==> src/rtl/wf_pkg.sv <==
package wf_pkg;
    localparam int WIN      = 3;
    localparam int WIN_AREA = WIN * WIN;
    localparam int IDX_W    = $clog2(WIN_AREA);
    localparam int POS_W    = $clog2(WIN);
    localparam int HALF_W   = 8;
    localparam int VEC_W    = 2 * HALF_W;

    typedef logic [IDX_W-1:0] idx_t;
    typedef logic [POS_W-1:0] pos_t;

    typedef struct packed {
        logic [HALF_W-1:0] x;
        logic [HALF_W-1:0] y;
    } mv_t;

    // index of the final vector of a window load
    function automatic idx_t last_idx(input logic first);
        return first ? idx_t'(WIN_AREA - 1) : idx_t'(WIN - 1);
    endfunction

    function automatic pos_t row_of(input idx_t i);
        return pos_t'(i % idx_t'(WIN));
    endfunction

    function automatic pos_t col_of(input idx_t i, input logic first);
        return first ? pos_t'(i / idx_t'(WIN)) : pos_t'(WIN - 1);
    endfunction
endpackage

==> src/rtl/wf_fetch_seq.sv <==
module wf_fetch_seq
    import wf_pkg::*;
#(
    parameter int DIM_W = 9
) (
    input  logic             clk,
    input  logic             rst,
    input  logic             go,
    input  logic [DIM_W-1:0] n_col_vecs,
    input  logic [DIM_W-1:0] n_row_vecs,
    input  logic             slot_full,
    input  logic             vec_valid,
    output logic             active,
    output logic             req,
    output logic             line_start,
    output logic             acc,
    output logic             load_done,
    output logic             first,
    output logic             bank,
    output idx_t             lc,
    output logic             go_bad
);
    localparam logic [DIM_W-1:0] EDGE_LOSS = DIM_W'(WIN - 1);
    localparam logic [DIM_W-1:0] MIN_DIM   = DIM_W'(WIN);

    logic [DIM_W-1:0] win_cols, win_rows, fc, fr;
    logic             dims_ok;

    assign dims_ok    = (n_col_vecs >= MIN_DIM) && (n_row_vecs >= MIN_DIM);
    assign go_bad     = go && !dims_ok;
    assign first      = (fc == '0);
    assign req        = active && !slot_full;
    assign line_start = req && first;
    assign acc        = req && vec_valid;
    assign load_done  = acc && (lc == last_idx(first));

    always_ff @(posedge clk) begin
        if (rst) begin
            active   <= 1'b0;
            win_cols <= '0;
            win_rows <= '0;
            fc       <= '0;
            fr       <= '0;
            lc       <= '0;
            bank     <= 1'b0;
        end else if (go) begin
            win_cols <= n_row_vecs - EDGE_LOSS;
            win_rows <= n_col_vecs - EDGE_LOSS;
            active   <= dims_ok;
            fc       <= '0;
            fr       <= '0;
            lc       <= '0;
            bank     <= 1'b0;
        end else if (acc) begin
            if (load_done) begin
                lc   <= '0;
                bank <= ~bank;
                if (fc == win_cols - 1'b1) begin
                    fc <= '0;
                    if (fr == win_rows - 1'b1) active <= 1'b0;
                    else fr <= fr + 1'b1;
                end else begin
                    fc <= fc + 1'b1;
                end
            end else begin
                lc <= lc + 1'b1;
            end
        end
    end

    p_load_index_bound_r4: assert property (@(posedge clk) disable iff (rst)
        active |-> (lc <= last_idx(first)));
    p_req_drops_after_load_r4: assert property (@(posedge clk) disable iff (rst)
        load_done |=> !req);
endmodule

==> src/rtl/wf_vec_route.sv <==
module wf_vec_route
    import wf_pkg::*;
(
    input  logic             clk,
    input  logic             rst,
    input  logic             acc,
    input  logic [VEC_W-1:0] vec_data,
    input  idx_t             lc,
    input  logic             first,
    input  logic             bank,
    output logic             vec_we,
    output logic [HALF_W-1:0] vec_x,
    output logic [HALF_W-1:0] vec_y,
    output pos_t             wr_row,
    output pos_t             wr_col,
    output logic             wr_bank,
    output logic             col_done
);
    mv_t mv;
    assign mv = mv_t'(vec_data);

    always_ff @(posedge clk) begin
        if (rst) begin
            vec_we   <= 1'b0;
            col_done <= 1'b0;
            vec_x    <= '0;
            vec_y    <= '0;
            wr_row   <= '0;
            wr_col   <= '0;
            wr_bank  <= 1'b0;
        end else begin
            vec_we   <= acc;
            col_done <= acc && (row_of(lc) == pos_t'(WIN - 1));
            if (acc) begin
                vec_x   <= mv.x;
                vec_y   <= mv.y;
                wr_row  <= row_of(lc);
                wr_col  <= col_of(lc, first);
                wr_bank <= bank;
            end
        end
    end

    p_write_follows_accept_r5: assert property (@(posedge clk) disable iff (rst)
        acc |=> vec_we);
    p_column_end_strobe_r7: assert property (@(posedge clk) disable iff (rst)
        col_done |-> ($past(acc) && vec_we));
endmodule

==> src/rtl/wf_eval_slot.sv <==
module wf_eval_slot #(
    parameter int EVAL_CYCLES = 12
) (
    input  logic clk,
    input  logic rst,
    input  logic load_done,
    input  logic fetch_active,
    input  logic go_bad,
    output logic buf_full,
    output logic eval_busy,
    output logic win_ready,
    output logic done
);
    localparam int CNT_W = (EVAL_CYCLES > 2) ? $clog2(EVAL_CYCLES) : 1;
    localparam logic [CNT_W-1:0] CNT_TOP = CNT_W'(EVAL_CYCLES - 1);

    logic [CNT_W-1:0] ecnt;
    logic             eval_last;

    assign eval_last = eval_busy && (ecnt == '0);
    assign win_ready = buf_full && (!eval_busy || eval_last);

    always_ff @(posedge clk) begin
        if (rst) begin
            buf_full  <= 1'b0;
            eval_busy <= 1'b0;
            ecnt      <= '0;
            done      <= 1'b0;
        end else begin
            done <= go_bad || (eval_last && !buf_full && !load_done && !fetch_active);
            if (win_ready) begin
                eval_busy <= 1'b1;
                ecnt      <= CNT_TOP;
            end else if (eval_busy) begin
                if (ecnt == '0) eval_busy <= 1'b0;
                else ecnt <= ecnt - 1'b1;
            end
            if (win_ready) buf_full <= 1'b0;
            else if (load_done) buf_full <= 1'b1;
        end
    end

    p_handover_starts_eval_r8: assert property (@(posedge clk) disable iff (rst)
        win_ready |=> (eval_busy && ecnt == CNT_TOP));
    p_done_single_pulse_r10: assert property (@(posedge clk) disable iff (rst)
        done |=> !done);
    p_one_waiting_window_r9: assert property (@(posedge clk) disable iff (rst)
        (buf_full && !win_ready) |=> buf_full);
endmodule

==> src/rtl/wf_fetch_ctrl.sv <==
module wf_fetch_ctrl
    import wf_pkg::*;
#(
    parameter int DIM_W       = 9,
    parameter int EVAL_CYCLES = 12
) (
    input  logic              clk,
    input  logic              rst,
    input  logic              start,
    input  logic [DIM_W-1:0]  vec_per_col,
    input  logic [DIM_W-1:0]  vec_per_row,
    input  logic              vec_valid,
    input  logic [VEC_W-1:0]  vec_data,
    output logic              vec_req,
    output logic              line_start,
    output logic              vec_we,
    output logic [HALF_W-1:0] vec_x,
    output logic [HALF_W-1:0] vec_y,
    output logic [POS_W-1:0]  wr_row,
    output logic [POS_W-1:0]  wr_col,
    output logic              wr_bank,
    output logic              col_done,
    output logic              win_ready,
    output logic              eval_busy,
    output logic              frame_done
);
    logic fetch_active, acc, load_done, first, bank, go_bad, buf_full, go;
    idx_t lc;

    assign go = start && !fetch_active && !buf_full && !eval_busy;

    wf_fetch_seq #(.DIM_W(DIM_W)) u_seq (
        .clk(clk), .rst(rst), .go(go),
        .n_col_vecs(vec_per_col), .n_row_vecs(vec_per_row),
        .slot_full(buf_full), .vec_valid(vec_valid),
        .active(fetch_active), .req(vec_req), .line_start(line_start),
        .acc(acc), .load_done(load_done), .first(first), .bank(bank),
        .lc(lc), .go_bad(go_bad)
    );

    wf_vec_route u_route (
        .clk(clk), .rst(rst), .acc(acc), .vec_data(vec_data),
        .lc(lc), .first(first), .bank(bank),
        .vec_we(vec_we), .vec_x(vec_x), .vec_y(vec_y),
        .wr_row(wr_row), .wr_col(wr_col), .wr_bank(wr_bank),
        .col_done(col_done)
    );

    wf_eval_slot #(.EVAL_CYCLES(EVAL_CYCLES)) u_slot (
        .clk(clk), .rst(rst), .load_done(load_done),
        .fetch_active(fetch_active), .go_bad(go_bad),
        .buf_full(buf_full), .eval_busy(eval_busy),
        .win_ready(win_ready), .done(frame_done)
    );

    p_line_start_in_load_r3: assert property (@(posedge clk) disable iff (rst)
        line_start |-> (vec_req && fetch_active));
    p_busy_start_ignored_r2: assert property (@(posedge clk) disable iff (rst)
        (start && eval_busy && fetch_active) |=> fetch_active);
endmodule

==> config.mk <==
export PLATFORM = sky130hd
export DESIGN_NAME = wf_fetch_ctrl
export DESIGN_NICKNAME = d
export VERILOG_FILES = /design/src/rtl/wf_pkg.sv /design/src/rtl/wf_fetch_seq.sv /design/src/rtl/wf_vec_route.sv /design/src/rtl/wf_eval_slot.sv /design/src/rtl/wf_fetch_ctrl.sv
export SDC_FILE = /design/constraint.sdc
export NUM_CORES = 1
export LEC_CHECK = 0
export ABC_AREA = 1
export BUFFER_PORTS_ARGS = -buffer_cell sky130_fd_sc_hd__buf_2
export CAP_MARGIN = 10
export CORE_ASPECT_RATIO = 1.4
export CORE_MARGIN = 2
export CORE_UTILIZATION = 57
export CTS_CLUSTER_SIZE = 25
export DETAILED_ROUTE_END_ITERATION = 8
export PLACE_DENSITY = 0.8
export SLEW_MARGIN = 20
export SYNTH_ARGS = -nofsm -noshare
export SYNTH_HDL_FRONTEND = slang
export SYNTH_SLANG_ARGS = --single-unit
==> constraint.sdc <==
create_clock -name clk -period 2.9 [get_ports clk]
set_clock_uncertainty 0.2 [all_clocks]
set_input_delay 0.29 -clock clk [delete_from_list [all_inputs] [get_ports clk]]
set_output_delay 0.29 -clock clk [all_outputs]
set_load 0.1 [all_outputs]
==> flow_metrics.tcl <==
set metrics [dict create \
    via_per_inst 5.41 \
    layout-drive-gt1-share_pct 16.4 \
    vias 4372 \
    antennaDiodeCount 0 \
    grtUsageTotal_pct 29.3 \
    hp-class "input port to flip-flop" \
    ys_warn_count 0 \
    period_needed_ns 2.57 \
    fin_area_sq_mm 0.00491 \
    synthTopCellsByArea "dfxtp_1 35%, nand2_1 16%, inv_1 6.8%" \
    critical_path.startpoint "u_seq.lc[2]" \
    synth.avg_cell_area_sq_um 6.62 \
    drv_slew 0 \
    antenna_found_initial 0 \
    slowest_stage "dfxtp_1" \
    yosysMostFrequentCell "nand2_1" \
    fillers 592 \
    synth_cells 629 \
    vdd_drop_max_mv 0.466 \
    core_sq_mm 0.00703 \
    die_width_um 76.2 \
    clock-sinks 72 \
    cp_max_fo 4 \
    synth-edff-count 0 \
    grt_start_max_net_pins 29 \
    cts_buffers 9 \
    tns_ns 0 \
    ys_ff_latch 72 \
    synth_common_cells "172 x nand2_1, 75 x inv_1, 72 x dfxtp_1" \
    synth_xor_area_share_pct 3.37 \
    synth.net_count 682 \
    ctsResizeCount 0 \
    synth_mux_area_share_pct 0 \
    maxCapViolCount 0 \
    yosysUniqueCellTypes 39 \
    grt_pass1_vias 4306 \
    worst_pin_slew_ns 0.590 \
    cpLargestDelayFamily "compound AO/OA/AOI/OAI gates" \
    p_leak_nw 2.29 \
    slowest_delay_ns 0.40 \
    clock.fmax_mhz 389 \
    critPathLaunchType "flip-flop" \
    ys.flop_type "dfxtp_1" \
    cts_hold_buf 15 \
    nNetsFinal 761 \
    start_util_pct 59.2 \
    wirelength_mm 11.2 \
    p_per_area_mw_per_mm2 476 \
    dp_hpwl_mm 8.12 \
    syn_to_final_growth_pct 17.9 \
    gp_congestion 0.916 \
    drtPass1Iterations 5 \
    cts_tree "done" \
    end_kind "flip-flop" \
    synth-async-reset-ratio_pct 0 \
    setup.worst_path.class "flip-flop to flip-flop" \
    synth_top_family_by_area "simple AND/OR/NAND/NOR gates" \
    cp.arrival_ns 2.60 \
    setup_violations 0 \
    grt_pass1_wl_mm 19.1 \
    grt_overflow_total 0 \
    syn_area_sq_mm 0.00416 \
    status "complete, no violations" \
    routedWlPerCell_um 13.8 \
    worstPathRequired_ns 2.92 \
    synth_compound_area_share_pct 13.9 \
    port_buffers 65 \
    multi_input_area_sq_mm 0.00232 \
    slew_headroom_pct 60.6 \
    cp.buffers_inverters 2 \
    synth_top_area_share_pct 34.6 \
    min_period_over_period_pct 88.7 \
    die_h_um 105 \
    worstHoldStart "vec_per_col[7]" \
    rows 36 \
    clk_pin_slew_ns 0.08 \
    rsz0062_at_grt "false" \
    clock_latency_ns 0.36 \
    crit-reg2reg-launch "u_seq.lc[2]" \
    ios 66 \
    crit_chain "inv_1 > nor2_1 > ha_1 > inv_1 > ha_1 > o21ai_0 > xor2_1 > ha_1 > a21oi_1 > nand2_1 > o211ai_1 > a21oi_1" \
    postCtsSetupBuffers 0 \
    cp_common_cell "ha_1" \
    yosys.area_share.simple_pct 33.8 \
    hold_viol 0 \
    clock_path_buffers 2 \
    placed_area_sq_mm 0.00456 \
    postRouteAntennaNets 0 \
    cts_max_level 3 \
    synth_fa_ha_area_share_pct 4.51 \
    synth_top_area_cell "dfxtp_1" \
    ys_seq_area_share_pct 34.6 \
    drc_errors 0 \
    die_area_sq_mm 0.00801 \
    root_buffer "clkbuf_8" \
    drt_iter0_markers 308 \
    regArea_sq_mm 0.00144 \
]
power by group:
group          internal [mW]  switching, mW
Combinational          0.151          0.342
Clock                  0.393          0.391
Sequential              1.02         0.0351
Total                   1.57          0.769
cell families after synthesis:
| kind of cell | after synthesis |
|---|---|
| DFF | 72 |
| xor gates and xnor gates | 16 |
| and+or+nand+nor | 319 |
| adders and majority gates | 15 |
| buffers and inverters | 103 |
| AOI/OAI and AO/OA | 104 |
worst register-to-register path: cells and delay by family (launching register included):
kind,cells,cell delay [ns]
AOI/OAI and AO/OA,4,0.67
xor gates and xnor gates,1,0.19
adders and majority gates,3,0.56
buffers and inverters,2,0.15
DFF,1,0.40
and+or+nand+nor,2,0.28
layer usage:
layer	vias up	GRT usage, %	wire length (um)
met5	-	0	0
li1	2185	-	-
met1	2005	30.2	4240
met2	144	53.5	5830
met4	0	14.4	438
met3	38	8.38	662
layout make-up:
class | count | area share, %
multi-input cells | 454 | 47.2
flip-flops and latches | 72 | 29.4
clock buffers | 10 | 2.60
repair buffers | 86 | 10.7
inverters | 85 | 6.50
well taps | 95 | 2.42
clock inverters | 6 | 1.22
metrics by stage:
stage                     hold slack, ns  worst slack, ns  util [%]  power [mW]  std cells
after CTS                        0.00116            0.336      69.7        2.34        807
after global placement             0.248            0.431      64.9        1.54        776
final                             0.0304            0.327      69.9        2.34        808
after detailed placement           0.257            0.376      64.9        1.55        776
after floorplan                    0.235           0.0178         -        1.43        629
after global routing              0.0290            0.123      69.9        2.45        808
worst paths after layout:
| path | endpoint | slack, ns | cells past startpoint |
|---|---|---|---|
| setup / recovery | u_route.wr_row[1] | 0.33 | 12 |
| setup reg to reg | u_route.wr_row[1] | 0.33 | 12 |
| hold / removal | u_seq.win_rows[7] | 0.03 | 3 |
| hold reg to reg | u_slot.ecnt[2] | 0.26 | 2 |
registers in the layout (all words and copies together) (netlist names), 2 cells and up:
| register | cells |
|---|---|
| u_route.vec_y | 8 |
| u_seq.win_rows | 9 |
| u_route.vec_x | 8 |
| u_seq.fr | 9 |
| u_route.wr_row | 2 |
| u_seq.lc | 4 |
| u_seq.win_cols | 9 |
| u_seq.fc | 9 |
| u_route.wr_col | 2 |
| u_slot.ecnt | 4 |
layout by cell type, fill, tap and decap left out, drive strengths merged, types with 4 or more instances in the layout:
cell / synthesis / final
nand3: 40 / 40
nand2: 176 / 176
xor2: 14 / 14
dlygate4sd3: 0 / 16
o211ai: 4 / 4
nor3: 4 / 4
clkbuf: 13 / 10
buf: 5 / 70
dfxtp: 72 / 72
o21ai: 31 / 31
nor2: 72 / 72
nand4: 15 / 15
a21oi: 47 / 47
a31oi: 11 / 11
nand3b: 4 / 4
ha: 15 / 15
inv: 85 / 85
Note: power is estimated with default switching activity, not from simulation.
